==> src/rtl/smb_mon_pkg.sv <==
package smb_mon_pkg;
    localparam int TICK_SEL_W = 2;
    localparam int NUM_TICK   = 1 << TICK_SEL_W;

    typedef struct packed {
        logic scl_p;
        logic sda_p;
        logic start;
        logic stop;
    } cond_st_t;

    typedef struct packed {
        logic busy;
        logic irq;
    } top_st_t;
endpackage

==> src/rtl/smb_sync.sv <==
module smb_sync #(
    parameter int W      = 2,
    parameter int STAGES = 2
) (
    input  logic         clk,
    input  logic         rst_n,
    input  logic [W-1:0] din,
    output logic [W-1:0] dout
);
    logic [W-1:0] stage_d [STAGES];
    logic [W-1:0] stage_q [STAGES];

    always_comb begin
        stage_d[0] = din;
        for (int s = 1; s < STAGES; s++) begin
            stage_d[s] = stage_q[s-1];
        end
    end

    // idle bus reads high, so reset to 1s
    always_ff @(posedge clk or negedge rst_n) begin
        if (!rst_n) begin
            for (int s = 0; s < STAGES; s++) stage_q[s] <= '1;
        end else begin
            for (int s = 0; s < STAGES; s++) stage_q[s] <= stage_d[s];
        end
    end

    assign dout = stage_q[STAGES-1];
endmodule

==> src/rtl/smb_cond_detect.sv <==
module smb_cond_detect
    import smb_mon_pkg::*;
(
    input  logic clk,
    input  logic rst_n,
    input  logic en,
    input  logic scl_s,
    input  logic sda_s,
    output logic start_o,
    output logic stop_o
);
    cond_st_t st_d, st_q;

    always_comb begin
        st_d       = st_q;
        st_d.scl_p = scl_s;
        st_d.sda_p = sda_s;
        // conditions need clock high both before and now
        st_d.start = en && st_q.scl_p && scl_s && st_q.sda_p && !sda_s;
        st_d.stop  = en && st_q.scl_p && scl_s && !st_q.sda_p && sda_s;
    end

    always_ff @(posedge clk or negedge rst_n) begin
        if (!rst_n) st_q <= '{scl_p: 1'b1, sda_p: 1'b1, start: 1'b0, stop: 1'b0};
        else        st_q <= st_d;
    end

    assign start_o = st_q.start;
    assign stop_o  = st_q.stop;
endmodule

==> src/rtl/smb_free_timer.sv <==
module smb_free_timer #(
    parameter int FREE_TICKS = 10
) (
    input  logic clk,
    input  logic rst_n,
    input  logic en,
    input  logic tick,
    input  logic scl_s,
    input  logic sda_s,
    output logic free_o
);
    localparam int CW = $clog2(FREE_TICKS + 1) + 1;

    typedef struct packed {
        logic [CW-1:0] cnt;
        logic          done;
        logic          pulse;
    } free_st_t;

    free_st_t st_d, st_q;

    always_comb begin
        st_d       = st_q;
        st_d.pulse = 1'b0;
        if (!en || !(scl_s && sda_s)) begin
            st_d.cnt  = '0;
            st_d.done = 1'b0;
        end else if (tick && !st_q.done) begin
            if (st_q.cnt == CW'(FREE_TICKS)) begin
                st_d.pulse = 1'b1;
                st_d.done  = 1'b1;
            end else begin
                st_d.cnt = st_q.cnt + 1'b1;
            end
        end
    end

    always_ff @(posedge clk or negedge rst_n) begin
        if (!rst_n) st_q <= '0;
        else        st_q <= st_d;
    end

    assign free_o = st_q.pulse;
endmodule

==> src/rtl/smb_low_timer.sv <==
module smb_low_timer #(
    parameter int CNT_W = 20
) (
    input  logic             clk,
    input  logic             rst_n,
    input  logic             en,
    input  logic [CNT_W-1:0] reload,
    input  logic             scl_s,
    output logic             timeout_o
);
    typedef struct packed {
        logic [CNT_W-1:0] cnt;
        logic             armed;
        logic             pulse;
    } low_st_t;

    low_st_t st_d, st_q;

    always_comb begin
        st_d       = st_q;
        st_d.pulse = 1'b0;
        if (!en || scl_s) begin
            st_d.cnt   = reload;
            st_d.armed = 1'b1;
        end else if (st_q.armed) begin
            if (st_q.cnt == '0) begin
                st_d.pulse = 1'b1;
                st_d.armed = 1'b0;
            end else begin
                st_d.cnt = st_q.cnt - 1'b1;
            end
        end
    end

    always_ff @(posedge clk or negedge rst_n) begin
        if (!rst_n) st_q <= '0;
        else        st_q <= st_d;
    end

    assign timeout_o = st_q.pulse;
endmodule

==> src/rtl/smb_bus_monitor.sv <==
module smb_bus_monitor
    import smb_mon_pkg::*;
#(
    parameter int LOW_CNT_W   = 20,
    parameter int FREE_TICKS  = 10,
    parameter int SYNC_STAGES = 2
) (
    input  logic                  clk,
    input  logic                  rst_n,
    input  logic                  en_i,
    input  logic                  free_to_en_i,
    input  logic                  low_to_en_i,
    input  logic [TICK_SEL_W-1:0] tick_sel_i,
    input  logic [NUM_TICK-1:0]   tick_src_i,
    input  logic [LOW_CNT_W-1:0]  low_reload_i,
    input  logic                  slv_inhibit_i,
    input  logic                  slv_evt_i,
    input  logic                  mst_evt_i,
    input  logic                  scl_i,
    input  logic                  sda_i,
    output logic                  busy_o,
    output logic                  start_o,
    output logic                  stop_o,
    output logic                  free_o,
    output logic                  low_to_o,
    output logic                  evt_irq_o
);
    logic [1:0] lines_s;
    logic       scl_s, sda_s;
    logic       tick_sel;
    logic       start_w, stop_w, free_w;
    top_st_t    st_d, st_q;

    smb_sync #(.W(2), .STAGES(SYNC_STAGES)) u_sync (
        .clk   (clk),
        .rst_n (rst_n),
        .din   ({scl_i, sda_i}),
        .dout  (lines_s)
    );
    assign scl_s = lines_s[1];
    assign sda_s = lines_s[0];

    assign tick_sel = tick_src_i[tick_sel_i];

    smb_cond_detect u_cond (
        .clk     (clk),
        .rst_n   (rst_n),
        .en      (en_i),
        .scl_s   (scl_s),
        .sda_s   (sda_s),
        .start_o (start_w),
        .stop_o  (stop_w)
    );

    smb_free_timer #(.FREE_TICKS(FREE_TICKS)) u_free (
        .clk    (clk),
        .rst_n  (rst_n),
        .en     (en_i && free_to_en_i),
        .tick   (tick_sel),
        .scl_s  (scl_s),
        .sda_s  (sda_s),
        .free_o (free_w)
    );

    smb_low_timer #(.CNT_W(LOW_CNT_W)) u_low (
        .clk       (clk),
        .rst_n     (rst_n),
        .en        (en_i && low_to_en_i),
        .reload    (low_reload_i),
        .scl_s     (scl_s),
        .timeout_o (low_to_o)
    );

    always_comb begin
        st_d = st_q;
        if (!en_i)                 st_d.busy = 1'b0;
        else if (start_w)          st_d.busy = 1'b1;
        else if (stop_w || free_w) st_d.busy = 1'b0;
        st_d.irq = en_i && (mst_evt_i || (slv_evt_i && !slv_inhibit_i));
    end

    always_ff @(posedge clk or negedge rst_n) begin
        if (!rst_n) st_q <= '0;
        else        st_q <= st_d;
    end

    assign busy_o    = st_q.busy;
    assign evt_irq_o = st_q.irq;
    assign start_o   = start_w;
    assign stop_o    = stop_w;
    assign free_o    = free_w;
endmodule

==> config.mk <==
export PLATFORM = sky130hd
export DESIGN_NAME = smb_bus_monitor
export DESIGN_NICKNAME = d
export VERILOG_FILES = /design/src/rtl/smb_mon_pkg.sv /design/src/rtl/smb_sync.sv /design/src/rtl/smb_cond_detect.sv /design/src/rtl/smb_free_timer.sv /design/src/rtl/smb_low_timer.sv /design/src/rtl/smb_bus_monitor.sv
export SDC_FILE = /design/constraint.sdc
export NUM_CORES = 1
export LEC_CHECK = 0
export BUFFER_PORTS_ARGS = -buffer_cell sky130_fd_sc_hd__buf_2
export CAP_MARGIN = 30
export CORE_UTILIZATION = 50
export CTS_CLUSTER_DIAMETER = 50
export DETAILED_ROUTE_END_ITERATION = 10
export GPL_TIMING_DRIVEN = 0
export PLACE_DENSITY = 0.78
export SLEW_MARGIN = 10
export SYNTH_ARGS = -nofsm -noshare
export SYNTH_HDL_FRONTEND = slang
export SYNTH_HIERARCHICAL = 1
export SYNTH_SLANG_ARGS = --single-unit
==> constraint.sdc <==
create_clock -name clk -period 2 [get_ports clk]
set_input_delay 0.2 -clock clk [delete_from_list [all_inputs] [get_ports clk]]
set_output_delay 0.2 -clock clk [all_outputs]
set_load 0.05 [all_outputs]
; Yosys cells after proc, flatten, opt, wreduce, memory -nomap -nowiden
; Cells that the tools add are included.
[totals]
output_inout_bits = 6
reg_bits = 39
word_cells = 66
[classes]
order_cmp = 1
n_reduce_logical = 30
add_sub_neg = 2
n_mux = 15
eq_ne = 4
[op_table]
columns = operator, count
row1 = 22-bit two-way mux, 1
row2 = 21-bit two-way mux, 1
row3 = 20-bit zero test, 1
row4 = 20-bit two-way mux, 1
row5 = "20-bit by 1-bit subtractor with 20-bit output, second input constant", 1
row6 = 1-bit logical AND, 12
row7 = 1-bit zero test, 7
row8 = 7-bit two-way mux, 1
row9 = 1-bit two-way mux, 6
row10 = 6-bit two-way mux, 1
row11 = 2-bit AND reduction, 3
row12 = 2-bit nonzero test, 3
row13 = "5-bit by 1-bit adder with 5-bit output, second input constant", 1
row14 = "5-bit by 4-bit equality test with 1-bit output, second input constant", 1
row15 = 5-bit two-way mux, 1
row16 = 1-bit logical OR, 4
row17 = 2-bit two-way mux, 2
row18 = "2-bit by 1-bit inequality test with 1-bit output, second input constant", 2
row19 = "2-bit by 3-bit < comparator with 1-bit output, second input constant", 1
row20 = "3-bit by 1-bit inequality test with 1-bit output, second input constant", 1
row21 = 1-bit binary-select mux with 2-bit select, 1

; Depth between registers and ports, before layout
; Gate-level depths: netlist of run 1.
[logic_depth]
word_depth = 5
ltp_mapped = 7
mapped_depth_nobuf = 6

; By module
; Netlist of run 1, hierarchy kept.
[modules_own_cells]
columns = mod, seq_area_each_um2, n_inst, area_per_inst_um2, cells_per_inst
row1 = smb_low_timer, 550.5, 1, 1517.7, 168
row2 = smb_free_timer, 175.2, 1, 350.3, 35
row3 = smb_cond_detect, 102.6, 1, 137.6, 7
row4 = smb_bus_monitor, 50.0, 1, 113.9, 9
row5 = smb_sync, 105.1, 1, 105.1, 4

; Worst setup path before layout of run 1
; OpenSTA, ideal clock, no wires.
[synth_timing]
path_kind = reg-to-reg
start = register u_low/st_q[2] (netlist name)
end = register u_low/st_q[3] (netlist name)
synth_period_minus_slack_ps = 1931
t_required_ps = 1882
stages_incl_launch_ff = 8
setup_slack_ps = 69
t_arrival_ps = 1812
setup_time_ps = 118
n_path_buf = 1
path_cell_list = dfrtp_1 inv_1 ha_1 or4b_4 or2_1 buf_6 o22ai_4 o2bb2a_4
[synth_between]
elab_chain_len = 4
word_cells_on_any_way = 7
classes_between = add/sub: 1 / eq/ne: 1 / mux: 3 / reduce/logical: 2
[synth_lines]
columns = element, line_no
row1 = start: declaration, smb_low_timer.sv:17  ; low_st_t st_d, st_q;
row2 = start signal: assignment, smb_low_timer.sv:37  ; else st_q <= st_d;
row3 = 20-bit by 1-bit subtractor with 20-bit output, smb_low_timer.sv:30  ; st_d.cnt = st_q.cnt - 1'b1;
row4 = 20-bit two-way mux, smb_low_timer.sv:26  ; if (st_q.cnt == '0) begin
row5 = 22-bit two-way mux, smb_low_timer.sv:25  ; end else if (st_q.armed) begin
row6 = 21-bit two-way mux, smb_low_timer.sv:22  ; if (!en || scl_s) begin
; Several ways; a longest one is shown, not always the timed one. The select of a mux whose other input is x is not followed.
; A chain may end at the register's enable or synchronous reset.

; Worst setup path in the final report of run 1
; Ends and elaborated chain as after synthesis.

==> impl_results.md, run 1 <==
* Status: complete, but fails checks
* Violated checks: setup timing
* Num rows at 23
* Fin crit share at 1.013
* Worst EP required at approximately 2.2 ns
* Clock sinks at 39
* DR pass1 iterations at 4
* Post-DRT Antenna Nets at 0
* Non-Filler Instances at ~340
* Max-Cap Viols at 0
* Vias in the first global route at about 1800
* WHS Path Cells at 2
* Power Density at between 600 and 700 mW/mm^2
* H-tree Lvls at 2
* Netlist Area Pre-Place at approximately 0.0022 sq mm
* Clock transition at the registers of the reported paths at 0.08 ns
* Gr usage total at 0.2478
* Largest net degree at the start of global routing at 40
* Die Span X at a little under 70 um
* IR drop worst, VDD at around 0.41 mV
* Number of synthesized flops with an enable pin at 0
* TritonCTS clock tree: done
* Final Hold Violating Endpoints at 0
* Antenna diode count at 0
* Max clock buf depth at 2
* Final net count at approximately 320
* Switching share of power at 0.2604
* I/O pin total at 42
* Final WS setup at -0.02565 ns
* Initial drt markers at 134
* Worst slew pin tran at around 0.52 ns
* Hold wc startpoint: mst_evt_i
* Clk pwr share at 0.380
* Worst skew pair latency at 0.29 ns
* Synth cell types at approximately 60
* Mapped Nets at ~260
* Synthesized instance count at approximately 220
* Crit Reg-Reg Startpoint: u_low/st_q[2]
* Initial core utilization at 0.5368
* Dpl cells at around 310
* Detailed Route WL at about 5.4 mm
* Hold Path Sink: evt_irq_o
* Yosys top cell area share at 0.3712
* Leakage at about 1.2 nW
* Core Area at around 0.0041 sq mm
* Cts bufs inserted at 5
* Synthesized flop and latch total at 39
* Hold WC Path Type: in -> reg
* Pre-CTS WS at -0.1406 ns
* Syn. warnings at 6
* Vias per cell at 5.985
* Post-layout min period at 2.026 ns
* First-pass GRT wire length at 8.507 mm
* Layout cells sized above 1 at 0.3754
* Seq/Total Area, Yosys at 0.4421
* Clock Skew at approximately 0.0091 ns
* Psw at between 0.4 and 0.5 mW
* Logic pwr share at 0.139
* DR WL/cell at about 16 um
* Post-synth top flop: dfrtp_1
* Via count at 2005
* Die ar. at 0.004720 sq mm
* Internal at 1.363 mW
* Residual DRC count at 0
* Cells on worst reg2reg path at 8
* Worst hold slack at 0.1210 ns
* R2r setup slk at -0.03 ns
* Final setup viols at 3
* Yosys top cell by area: dfrtp_1
* Startpoint Class: flop
* Ys async rst share at 1.000
* Power Total at 1.842 mW
* Power share of the sequential group at 0.481
* Die height at a little under 70 um
* Gr ovfl total at 0
* Reg-to-reg endpoint: u_low/st_q[3]
* Slew HR at 0.6513
* Crit Path Class: reg -> reg
* Average cell area after synthesis at 9.976 sq um
* WP data arrival at roughly 2.2 ns
* FILL cells at approximately 320
* CP Capture Type: flop
* Post-Route Utilization at 0.6851
* Dpl hpwl at roughly 3.6 mm
* Gpl congestion at approximately 0.87
* Max FO, Critical Path at 7
* Cell area after placement at approximately 0.0025 sq mm
* Max Slew Vio Count at 0
* Most common cell after layout, fill and taps aside: buf_2
* Post-route design area at roughly 0.0028 sq mm
* Synth area leaders: dfrtp_1, dfstp_2, a21oi_1, nor2_1, nand2_1
* Root Buffer: clkbuf_8
* # port buffers at 41
* Fmax at just under 0.5 GHz
* RSZ-0062 raised after global routing: true
* Sum Neg Setup Slack at -0.03335 ns
* Antenna violations before repair at 0
* Commonest cells after routing, fill and taps aside: buf_2, dfrtp_1, nor2_1, nand2_1, a21oi_1
* Area delta synth->final at 27.62%
==> synth_stat cells, types with 2 or more instances <==
cell type / count
a211oi_1: 2
a21oi_1: 15
a22oi_1: 4
a31oi_1: 6
and2_1: 2
and4_1: 2
buf_6: 3
clkbuf_1: 7
dfrtp_1: 33
dfstp_2: 6
ha_1: 4
inv_1: 10
nand2_1: 15
nand2b_1: 2
nand3_1: 7
nand3b_1: 2
nand4_1: 4
nor2_1: 16
nor2b_1: 3
nor3_1: 10
nor3b_1: 2
nor3b_2: 2
nor4_1: 3
nor4_2: 2
nor4_4: 2
o21a_1: 4
o21ai_0: 6
o21ai_1: 2
o221a_2: 2
o22ai_1: 6
o2bb2ai_1: 3
o311ai_0: 2
or3_1: 6
==> cell families (layout without fill, tap and decap cells) <==
| logic type | count (synthesis) | after routing | synth area share |
|---|---|---|---|
| AND/OR/NAND/NOR | 92 | 92 | 0.2660 |
| AO/OA/AOI/OAI | 64 | 64 | 0.2070 |
| flip-flops | 39 | 39 | 0.4421 |
| buffers and inverters | 22 | 84 | 0.04837 |
| adder cells (fa/ha/maj) | 4 | 4 | 0.02250 |
| XOR/XNOR | 1 | 1 | 0.003938 |
| multiplexers | 1 | 1 | 0.01012 |
==> state kept, by name (all words and copies together) (netlist names) <==
| register | count |
|---|---|
| u_low/st_q | 21 |
| u_free/st_q | 6 |
| u_cond/st_q | 2 |
| u_sync/dout | 2 |
| u_sync/stage_d | 2 |
| busy_o | 1 |
| evt_irq_o | 1 |
| u_cond/start_o | 1 |
| u_cond/stop_o | 1 |
| u_free/free_o | 1 |
| u_low/timeout_o | 1 |
==> area by class of cell <==
type,instances,area [sq um],share of cell area
inverters,10,37.54,0.01322
repair buffers,55,337.8,0.1190
flip-flops and latches,39,983.4,0.3464
clock inverters,2,38.79,0.01366
well taps,50,62.56,0.02204
multi-input cells,162,1226,0.4319
clock buffers,6,82.58,0.02909
plain buffers,11,70.07,0.02468
==> worst max path at each step <==
| stage | from | to | slack, ns | cells past startpoint |
|---|---|---|---|---|
| floorplan | u_low/st_q[2] | u_low/st_q[3] | 0.07 | 7 |
| global placement | u_low/st_q[13] | u_low/st_q[7] | -0.13 | 4 |
| detailed placement | u_low/st_q[3] | u_low/st_q[7] | -0.14 | 7 |
| CTS | u_low/st_q[2] | u_low/st_q[7] | 0.009 | 7 |
| global route | u_low/st_q[2] | u_low/st_q[3] | -0.07 | 8 |
| finish | u_low/st_q[2] | u_low/st_q[3] | -0.03 | 8 |
==> per-layer routing <==
layer	GRT usage	share of wire
met5	0	0
met4	0.09184	0.0076
met3	0.04934	0.075
met2	0.3664	0.47
met1	0.3574	0.45
==> power groups by stage <==
| stage | Combinational [mW] | Clock, mW | Sequential (mW) |
|---|---|---|---|
| global route | 0.281 | 0.758 | 0.892 |
| global placement | 0.211 | 0 | 0.892 |
| finish | 0.257 | 0.699 | 0.886 |
| detailed placement | 0.215 | 0 | 0.895 |
| CTS | 0.225 | 0.716 | 0.882 |
| floorplan | 0.127 | 0 | 0.892 |
==> worst max-delay path, stage by stage (launching register included) <==
cell and delay (ns):
dfrtp_1 0.43, inv_2 0.11, ha_4 0.12, or4b_4 0.47, or2_1 0.24, buf_6 0.14
o22ai_4 0.13, buf_6 0.14, o2bb2a_4 0.15
==> timing repair <==
item / 4_1_cts / 5_1_grt
setup endpoints to repair: 17 / 17
buffers inserted: 4 / 6
endpoints found under the hold margin: 2 / 10
hold buffers: 2 / 1
gates resized for setup: 8 / 17
pin swaps: 2 / 7
Power figures use the tool's default switching activity.
==> run 2, diff against run 1 <==
CORE_UTILIZATION = 48   (was 50)
PLACE_DENSITY = 0.74   (was 0.78)
SYNTH_HIERARCHICAL = default   (was 1)
==> run 2 against run 1 <==
Effect of this change:
- critical path depth decreased by 2
- synthesized cell count decreased by 14%
- sequential power down 0.7%
- first-iteration DRC count decreased by 40%
- combinational power shrank 24%
- register-to-register slack better by 0.12 ns
- clock skew decreased by 0.0020 ns
- the flow now finishes without violations
- area after synthesis down 12%
- sequential share of layout area increased by 6.3 points
- clock power fell by 28%
- maximum frequency is 6.5% higher
- flip-flop and latch count unchanged
==> impl_results.md, run 2 <==
* Status: complete, no violations (was complete, but fails checks)
* Final net count at 287 (was 324)
* Fmax at 0.5259 GHz (was 0.4937 GHz)
* Post-route design area at 0.002404 sq mm (was 0.002839 sq mm)
* Cell area after placement at 0.002233 sq mm (was 0.002492 sq mm)
* Seq/Total Area, Yosys at 0.4997 (was 0.4421)
* Die Span X at 66.04 um (was 68.70 um)
* Clock Skew at 0.007135 ns (was 0.009093 ns)
* Ys async rst share at 1.000 (unchanged)
* Worst setup path startpoint: u_low.st_q[11] (was u_low/st_q[2])
* Final Hold Violating Endpoints at 0 (unchanged)
* TritonCTS clock tree: done (unchanged)
* Fin crit share at 0.9508 (was 1.013)
* Gpl congestion at 0.8327 (was 0.8682)
* Reg-to-reg endpoint: u_low.st_q[11] (was u_low/st_q[3])
* IR drop worst, VDD at 0.5077 mV (was 0.4135 mV)
* Die height at 66.04 um (was 68.70 um)
* Power Total at 1.582 mW (was 1.842 mW)
* Power Density at 658.1 mW/mm^2 (was 648.9 mW/mm^2)
* Synthesized flop and latch total at 39 (unchanged)
* Initial core utilization at 0.5181 (was 0.5368)
* Yosys top cell area share at 0.4196 (was 0.3712)
* Residual DRC count at 0 (unchanged)
* Multi-input logic area at 950.9 sq um (was 0.001226 sq mm)
* Mapped Nets at 231 (was 263)
* Most common cell after layout, fill and taps aside: buf_2 (unchanged)
* Gr usage total at 0.2188 (was 0.2478)
* Pre-CTS WS at -0.02949 ns (was -0.1406 ns)
* # port buffers at 41 (unchanged)
* Final WS setup at 0.09838 ns (was -0.02565 ns)
* Top reg by flops: u_low.st_q (was u_low/st_q)
* Sum Neg Setup Slack at 0 ns (was -0.03335 ns)
* Top cells by count, synth: dfrtp_1, nor2_1, nand2_1 (was dfrtp_1, nor2_1, a21oi_1, nand2_1)
* Max-Cap Viols at 0 (unchanged)
* Via count at 1640 (was 2005)
* Crit Reg-Reg Startpoint: u_low.st_q[11] (was u_low/st_q[2])
* FF/Latch Area at 983.4 sq um (unchanged)
* Worst slew pin tran at 0.8513 ns (was 0.5230 ns)
* Max Slew Vio Count at 0 (unchanged)
* Delay of the slowest cell on the worst path at 0.44 ns (was 0.47 ns)
* Max reg flops at 21 (unchanged)
* First-pass GRT wire length at 7.072 mm (was 8.507 mm)
* Vias per cell at 5.541 (was 5.985)
* Max FO, Critical Path at 10 (was 7)
* Num rows at 22 (was 23)
* Post-synth top flop: dfrtp_1 (unchanged)
* H-tree Lvls at 2 (unchanged)
* Die ar. at 0.004361 sq mm (was 0.004720 sq mm)
* Antenna violations before repair at 0 (unchanged)
* Synthesized instance count at 191 (was 223)
* Layout cells sized above 1 at 0.3105 (was 0.3754)
* Number of synthesized flops with an enable pin at 0 (unchanged)
* Clock transition at the registers of the reported paths at 0.07 ns (was 0.08 ns)
* R2r setup slk at 0.1 ns (was -0.03 ns)
* Detailed Route WL at 4.202 mm (was 5.388 mm)
* Post-Route Utilization at 0.6327 (was 0.6851)
* Dpl cells at 280 (was 314)
* Syn. warnings at 0 (was 6)
* Root Buffer: clkbuf_8 (unchanged)
* DR WL/cell at 14.20 um (was 16.08 um)
* Largest net degree at the start of global routing at 40 (unchanged)
* Vias in the first global route at 1577 (was 1843)
* FILL cells at 321 (was 315)
* Max clock buf depth at 2 (unchanged)
* Final setup viols at 0 (was 3)
* Gr ovfl total at 0 (unchanged)
* Synth area leaders: dfrtp_1, dfstp_2, nor2_1, a21oi_1, nand2_1 (was dfrtp_1, dfstp_2, a21oi_1, nor2_1, nand2_1)
* Slew HR at 0.4325 (was 0.6513)
* WP data arrival at 2.09 ns (was 2.21 ns)
* I/O pin total at 42 (unchanged)
* Crit Path Class: reg -> reg (unchanged)
* Cells on worst reg2reg path at 6 (was 8)
* CP cell instances: nor4_4, nand4_4, nor2_1, clkbuf_4, o41ai_1, a31o_2 (was inv_2, ha_4, or4b_4, or2_1, buf_6, o22ai_4, buf_6, o2bb2a_4)
* Leakage at 1.050 nW (was 1.185 nW)
* Hold WC Path Type: in -> async (was in -> reg)
* Antenna diode count at 0 (unchanged)
* DR pass1 iterations at 4 (unchanged)
* Worst hold slack at 0.007070 ns (was 0.1210 ns)
* Largest registers: u_low.st_q x21, u_free.st_q x6 (was u_low/st_q x21, u_free/st_q x6)
* Post-DRT Antenna Nets at 0 (unchanged)
* Yosys top cell by area: dfrtp_1 (unchanged)
* CP Capture Type: flop (unchanged)
* Slowest cell on crit path: nor4_4 (was or4b_4)
* Dpl hpwl at 2.920 mm (was 3.569 mm)
* Area delta synth->final at 22.12% (was 27.62%)
* Average cell area after synthesis at 10.30 sq um (was 9.976 sq um)
* Worst skew pair latency at 0.29 ns (about the same)
* Commonest cells after routing, fill and taps aside: buf_2, dfrtp_1, nor2_1 (was buf_2, dfrtp_1, nor2_1, nand2_1, a21oi_1)
* Top-count cell post-synth: dfrtp_1 (unchanged)
* Startpoint Class: flop (unchanged)
* Cts bufs inserted at 5 (unchanged)
* Core Area at 0.003799 sq mm (was 0.004144 sq mm)
* Synth cell types at 49 (was 61)
* Worst EP required at 2.19 ns (about the same)
* Non-Filler Instances at 296 (was 335)
* Initial drt markers at 81 (was 134)
* Netlist Area Pre-Place at 0.001968 sq mm (was 0.002225 sq mm)
* Clock sinks at 39 (unchanged)
* Post-layout min period at 1.902 ns (was 2.026 ns)
run 2: cell types whose count changed in the layout (fill, tap and decap cells not counted), moves of 3 or more:
cell | before | now
buf_6 | 5 | 0
a22oi_1 | 3 | 0
nor3_1 | 9 | 5
nor2_1 | 15 | 19
clkbuf_2 | 4 | 0
o22ai_1 | 5 | 0
clkbuf_1 | 3 | 6
xor2_1 | 0 | 6
o21ai_0 | 6 | 11
run 2: logic make-up (layout without fill, tap and decap cells):
logic type,Yosys count,in the layout,share of synthesized area
fa+ha+maj,4,4,0.02543
compound gates,43,43,0.1405
mux,3,3,0.02225
flops,39,39,0.4997
buf+inv,12,69,0.02988
simple gates,81,81,0.2422
xor+xnor,9,9,0.04005
run 2: how the worst max path moves through the flow:
stage	endpoint	slack, ns	cells after the start
finish	u_low.st_q[11]	0.1	6
global route	u_low.st_q[14]	-0.03	7
CTS	u_low.st_q[11]	0.02	6
detailed placement	u_low.st_q[17]	-0.03	5
global placement	u_low.st_q[8]	-0.02	5
floorplan	u_low.st_q[17]	0.25	5
run 2: cell type report:
cell class,count,area share
repair buffers,49,0.1114
well taps,48,0.02499
plain buffers,6,0.01614
flip-flops and latches,39,0.4092
inverters,6,0.009370
multi-input cells,140,0.3956
clock buffers,8,0.03332
run 2: where the power goes:
group	switching, mW	internal (mW)
Clock	0.257	0.248
Combinational	0.106	0.0907
Sequential	0.0466	0.834
Total	0.410	1.17
run 2: worst max-delay path: cells and delay by family, from the launching register on:
kind,cells,cell delay (ns)
and+or+nand+nor,3,0.84
DFF,1,0.43
AOI/OAI and AO/OA,2,0.31
buffers and inverters,1,0.22
run 2: metal layers:
metal,vias up,part of all wire,global-route usage
met5,-,0,0
met4,0,0.022,0.1090
met3,10,0.033,0.05000
met2,29,0.49,0.3584
met1,796,0.46,0.2695
li1,805,-,-
run 2: repair_timing:
| item | in CTS | in global routing |
|---|---|---|
| buffers inserted | 2 | 5 |
| hold endpoints to repair | 0 | 1 |
| pin swaps | 1 | 2 |
| endpoints found under the setup margin | 3 | 9 |
| hold buffers | 0 | 1 |
| resized for setup | 1 | 5 |
==> run 3, diff against run 2 <==
--- a/config.mk
+++ b/config.mk
@@ -8,9 +8,10 @@
 export BUFFER_PORTS_ARGS = -buffer_cell sky130_fd_sc_hd__buf_2
 export CAP_MARGIN = 30
-export CORE_UTILIZATION = 48
+export CORE_UTILIZATION = 40
 export CTS_CLUSTER_DIAMETER = 50
 export DETAILED_ROUTE_END_ITERATION = 10
+export GPL_ROUTABILITY_DRIVEN = 0
 export GPL_TIMING_DRIVEN = 0
-export PLACE_DENSITY = 0.74
+export PLACE_DENSITY = 0.64
 export SLEW_MARGIN = 10
 export SYNTH_ARGS = -nofsm -noshare
==> constraint.sdc (replaced) <==
create_clock -name clk -period 2 [get_ports clk]
set_input_delay 0.4 -clock clk [delete_from_list [all_inputs] [get_ports clk]]
set_output_delay 0.4 -clock clk [all_outputs]
set_load 0.05 [all_outputs]
==> run 3 against run 2 <==
Effect of this change:
- maximum frequency down 1.9%
- sequential share of layout area decreased by 0.63 points
- highest routed layer unchanged
- largest cell class unchanged
- first-iteration DRC count grew 19%
- register-to-register slack worse by 0.04 ns
- die area grew 19%
- total power grew 2.3%
- critical path type unchanged
- non-clock buffer count is the same
- clock skew shrank 0.00051 ns
- design area up 1.6%
- clock-buffer cell count fell by 1
==> impl_results.md, run 3 (synthesis results as in run 2) <==
* Post-route design area at 0.002441 sq mm (was 0.002404 sq mm)
* Max clock buf depth at 2 (unchanged)
* Die Span X at 72.15 um (was 66.04 um)
* Crit Path Class: reg -> reg (unchanged)
* WHS Path Cells at 1
* # port buffers at 41 (unchanged)
* Non-Filler Instances at 315 (was 296)
* Gr ovfl total at 0 (unchanged)
* Status: complete, no violations (unchanged)
* Gr usage total at 0.1782 (was 0.2188)
* Final net count at 287 (unchanged)
* Power Total at 1.619 mW (was 1.582 mW)
* Hold Path Sink: u_sync.stage_d[0]
* FF/Latch Area at 983.4 sq um (unchanged)
* Detailed Route WL at 4.288 mm (was 4.202 mm)
* Dpl cells at 299 (was 280)
* Largest registers: u_low.st_q x21, u_free.st_q x6 (unchanged)
* Routed wl met2 at 2.002 mm (was 2.058 mm)
* Root Buffer: clkbuf_8 (unchanged)
* Commonest cells after routing, fill and taps aside: buf_2, dfrtp_1, nor2_1 (unchanged)
* Slowest cell on crit path: nor4_4 (unchanged)
* Layout cells sized above 1 at 0.3306 (was 0.3105)
* Fin crit share at 0.9690 (was 0.9508)
* Max FO, Critical Path at 4 (was 10)
* Cts bufs inserted at 5 (unchanged)
* Dpl hpwl at 2.924 mm (was 2.920 mm)
* Delay of the slowest cell on the worst path at 0.43 ns (was 0.44 ns)
* DR pass1 iterations at 4 (unchanged)
* Multi-input logic area at 958.4 sq um (was 950.9 sq um)
* Worst hold slack at 0.2111 ns (was 0.007070 ns)
* H-tree Lvls at 2 (unchanged)
* Clock transition at the registers of the reported paths at 0.07 ns (about the same)
* Die height at 72.15 um (was 66.04 um)
* CP cell instances: nor4_4, nand4_1, buf_4, or3b_1, a31oi_1 (was nor4_4, nand4_4, nor2_1, clkbuf_4, o41ai_1, a31o_2)
* Largest net degree at the start of global routing at 40 (unchanged)
* Vias per cell at 5.197 (was 5.541)
* Area delta synth->final at 24.03% (was 22.12%)
* Max-Cap Viols at 0 (unchanged)
* Core Area at 0.004723 sq mm (was 0.003799 sq mm)
* DR WL/cell at 13.61 um (was 14.20 um)
* Initial core utilization at 0.4167 (was 0.5181)
* WP buf/inv at 1 (unchanged)
* Reg-to-reg endpoint: u_low.st_q[15] (was u_low.st_q[11])
* Clock sinks at 39 (unchanged)
* Worst skew pair latency at 0.29 ns (about the same)
* Max reg flops at 21 (unchanged)
* Leakage at 1.060 nW (was 1.050 nW)
* Cells on worst reg2reg path at 5 (was 6)
* Hold wc startpoint: sda_i
* Initial drt markers at 96 (was 81)
* M1 WL at 2.044 mm (was 1.913 mm)
* Final setup viols at 0 (unchanged)
* CP Capture Type: flop (unchanged)
* Clock Skew at 0.006628 ns (was 0.007135 ns)
* Post-DRT Antenna Nets at 0 (unchanged)
* Highest Signal Layer: met4 (unchanged)
* Final Hold Violating Endpoints at 0 (unchanged)
* Met3 wire len at 186 um (was 137 um)
* I/O pin total at 42 (unchanged)
* Max Slew Vio Count at 0 (unchanged)
* Fmax at 0.5160 GHz (was 0.5259 GHz)
* TritonCTS clock tree: done (unchanged)
* IR drop worst, VDD at 0.2752 mV (was 0.5077 mV)
* R2r setup slk at 0.06 ns (was 0.1 ns)
* Via count at 1637 (was 1640)
* FILL cells at 441 (was 321)
* CP delay by family, top: simple AND/OR/NAND/NOR gates (unchanged)
* Top reg by flops: u_low.st_q (unchanged)
* Vias in the first global route at 1606 (was 1577)
* Cell area after placement at 0.002257 sq mm (was 0.002233 sq mm)
* Startpoint Class: flop (unchanged)
* First-pass GRT wire length at 7.210 mm (was 7.072 mm)
* Slew HR at 0.4334 (was 0.4325)
* Hold WC Path Type: in -> reg (was in -> async)
* Power Density at 663.1 mW/mm^2 (was 658.1 mW/mm^2)
* Post-layout min period at 1.938 ns (was 1.902 ns)
* Worst EP required at 2.21 ns (was 2.19 ns)
* Die ar. at 0.005205 sq mm (was 0.004361 sq mm)
* WP data arrival at 2.14 ns (was 2.09 ns)
* Crit Reg-Reg Startpoint: u_low.st_q[12] (was u_low.st_q[11])
* Antenna diode count at 0 (unchanged)
* Most common cell after layout, fill and taps aside: buf_2 (unchanged)
* Num rows at 25 (was 22)
* Worst slew pin tran at 0.8499 ns (was 0.8513 ns)
* Antenna violations before repair at 0 (unchanged)
* Residual DRC count at 0 (unchanged)
## run 3: worst max-delay path by stage
stage / start / endpoint / slack (ns) / depth (start not counted)
2_1_floorplan: u_low.st_q[6] / u_low.st_q[17] / 0.25 / 5
3_3_place_gp: u_low.st_q[6] / u_low.st_q[8] / -0.05 / 5
3_5_place_dp: u_low.st_q[6] / u_low.st_q[8] / -0.05 / 5
4_1_cts: u_low.st_q[10] / u_low.st_q[8] / 0.02 / 5
5_1_grt: u_low.st_q[12] / u_low.st_q[15] / -0.04 / 5
6_report: u_low.st_q[12] / u_low.st_q[15] / 0.06 / 5
## run 3: report_power, final
group          switching, mW  internal, mW
Combinational          0.106        0.0894
Clock                  0.265         0.278
Sequential            0.0476         0.833
## run 3: per-stage QoR
| stage | setup TNS (ns) | worst slack, ns | util |
|---|---|---|---|
| 3_5_place_dp | -0.1185 | -0.05123 | 0.4779 |
| 2_1_floorplan | 0 | 0.2513 | - |
| 6_report | 0 | 0.06194 | 0.5168 |
| 4_1_cts | 0 | 0.02023 | 0.4985 |
| 3_3_place_gp | -0.09783 | -0.05196 | 0.4779 |
| 5_1_grt | -0.07160 | -0.03624 | 0.5168 |
## run 3: layer usage
layer  global-route usage  vias to the layer above
met1               0.2313                      786
met5                    0                        -
met3              0.05417                        6
met2               0.2866                       40
li1                     -                      805
met4              0.05447                        0
## run 3: what timing repair did
| action | in CTS | in global routing |
|---|---|---|
| hold buffers | 0 | 0 |
| buffers inserted | 0 | 8 |
| setup endpoints to repair | 4 | 9 |
| resized for setup | 1 | 6 |
| pin swaps | 0 | 3 |
## run 3: area by class of cell
cell class,instances,share of cell area
buffer,6,0.01486
clock buffer,7,0.03537
clock inverter,1,0.002050
inverter,6,0.009226
multi-input combinational,140,0.3926
sequential,39,0.4029
tap,67,0.03434
timing repair buffer,49,0.1087
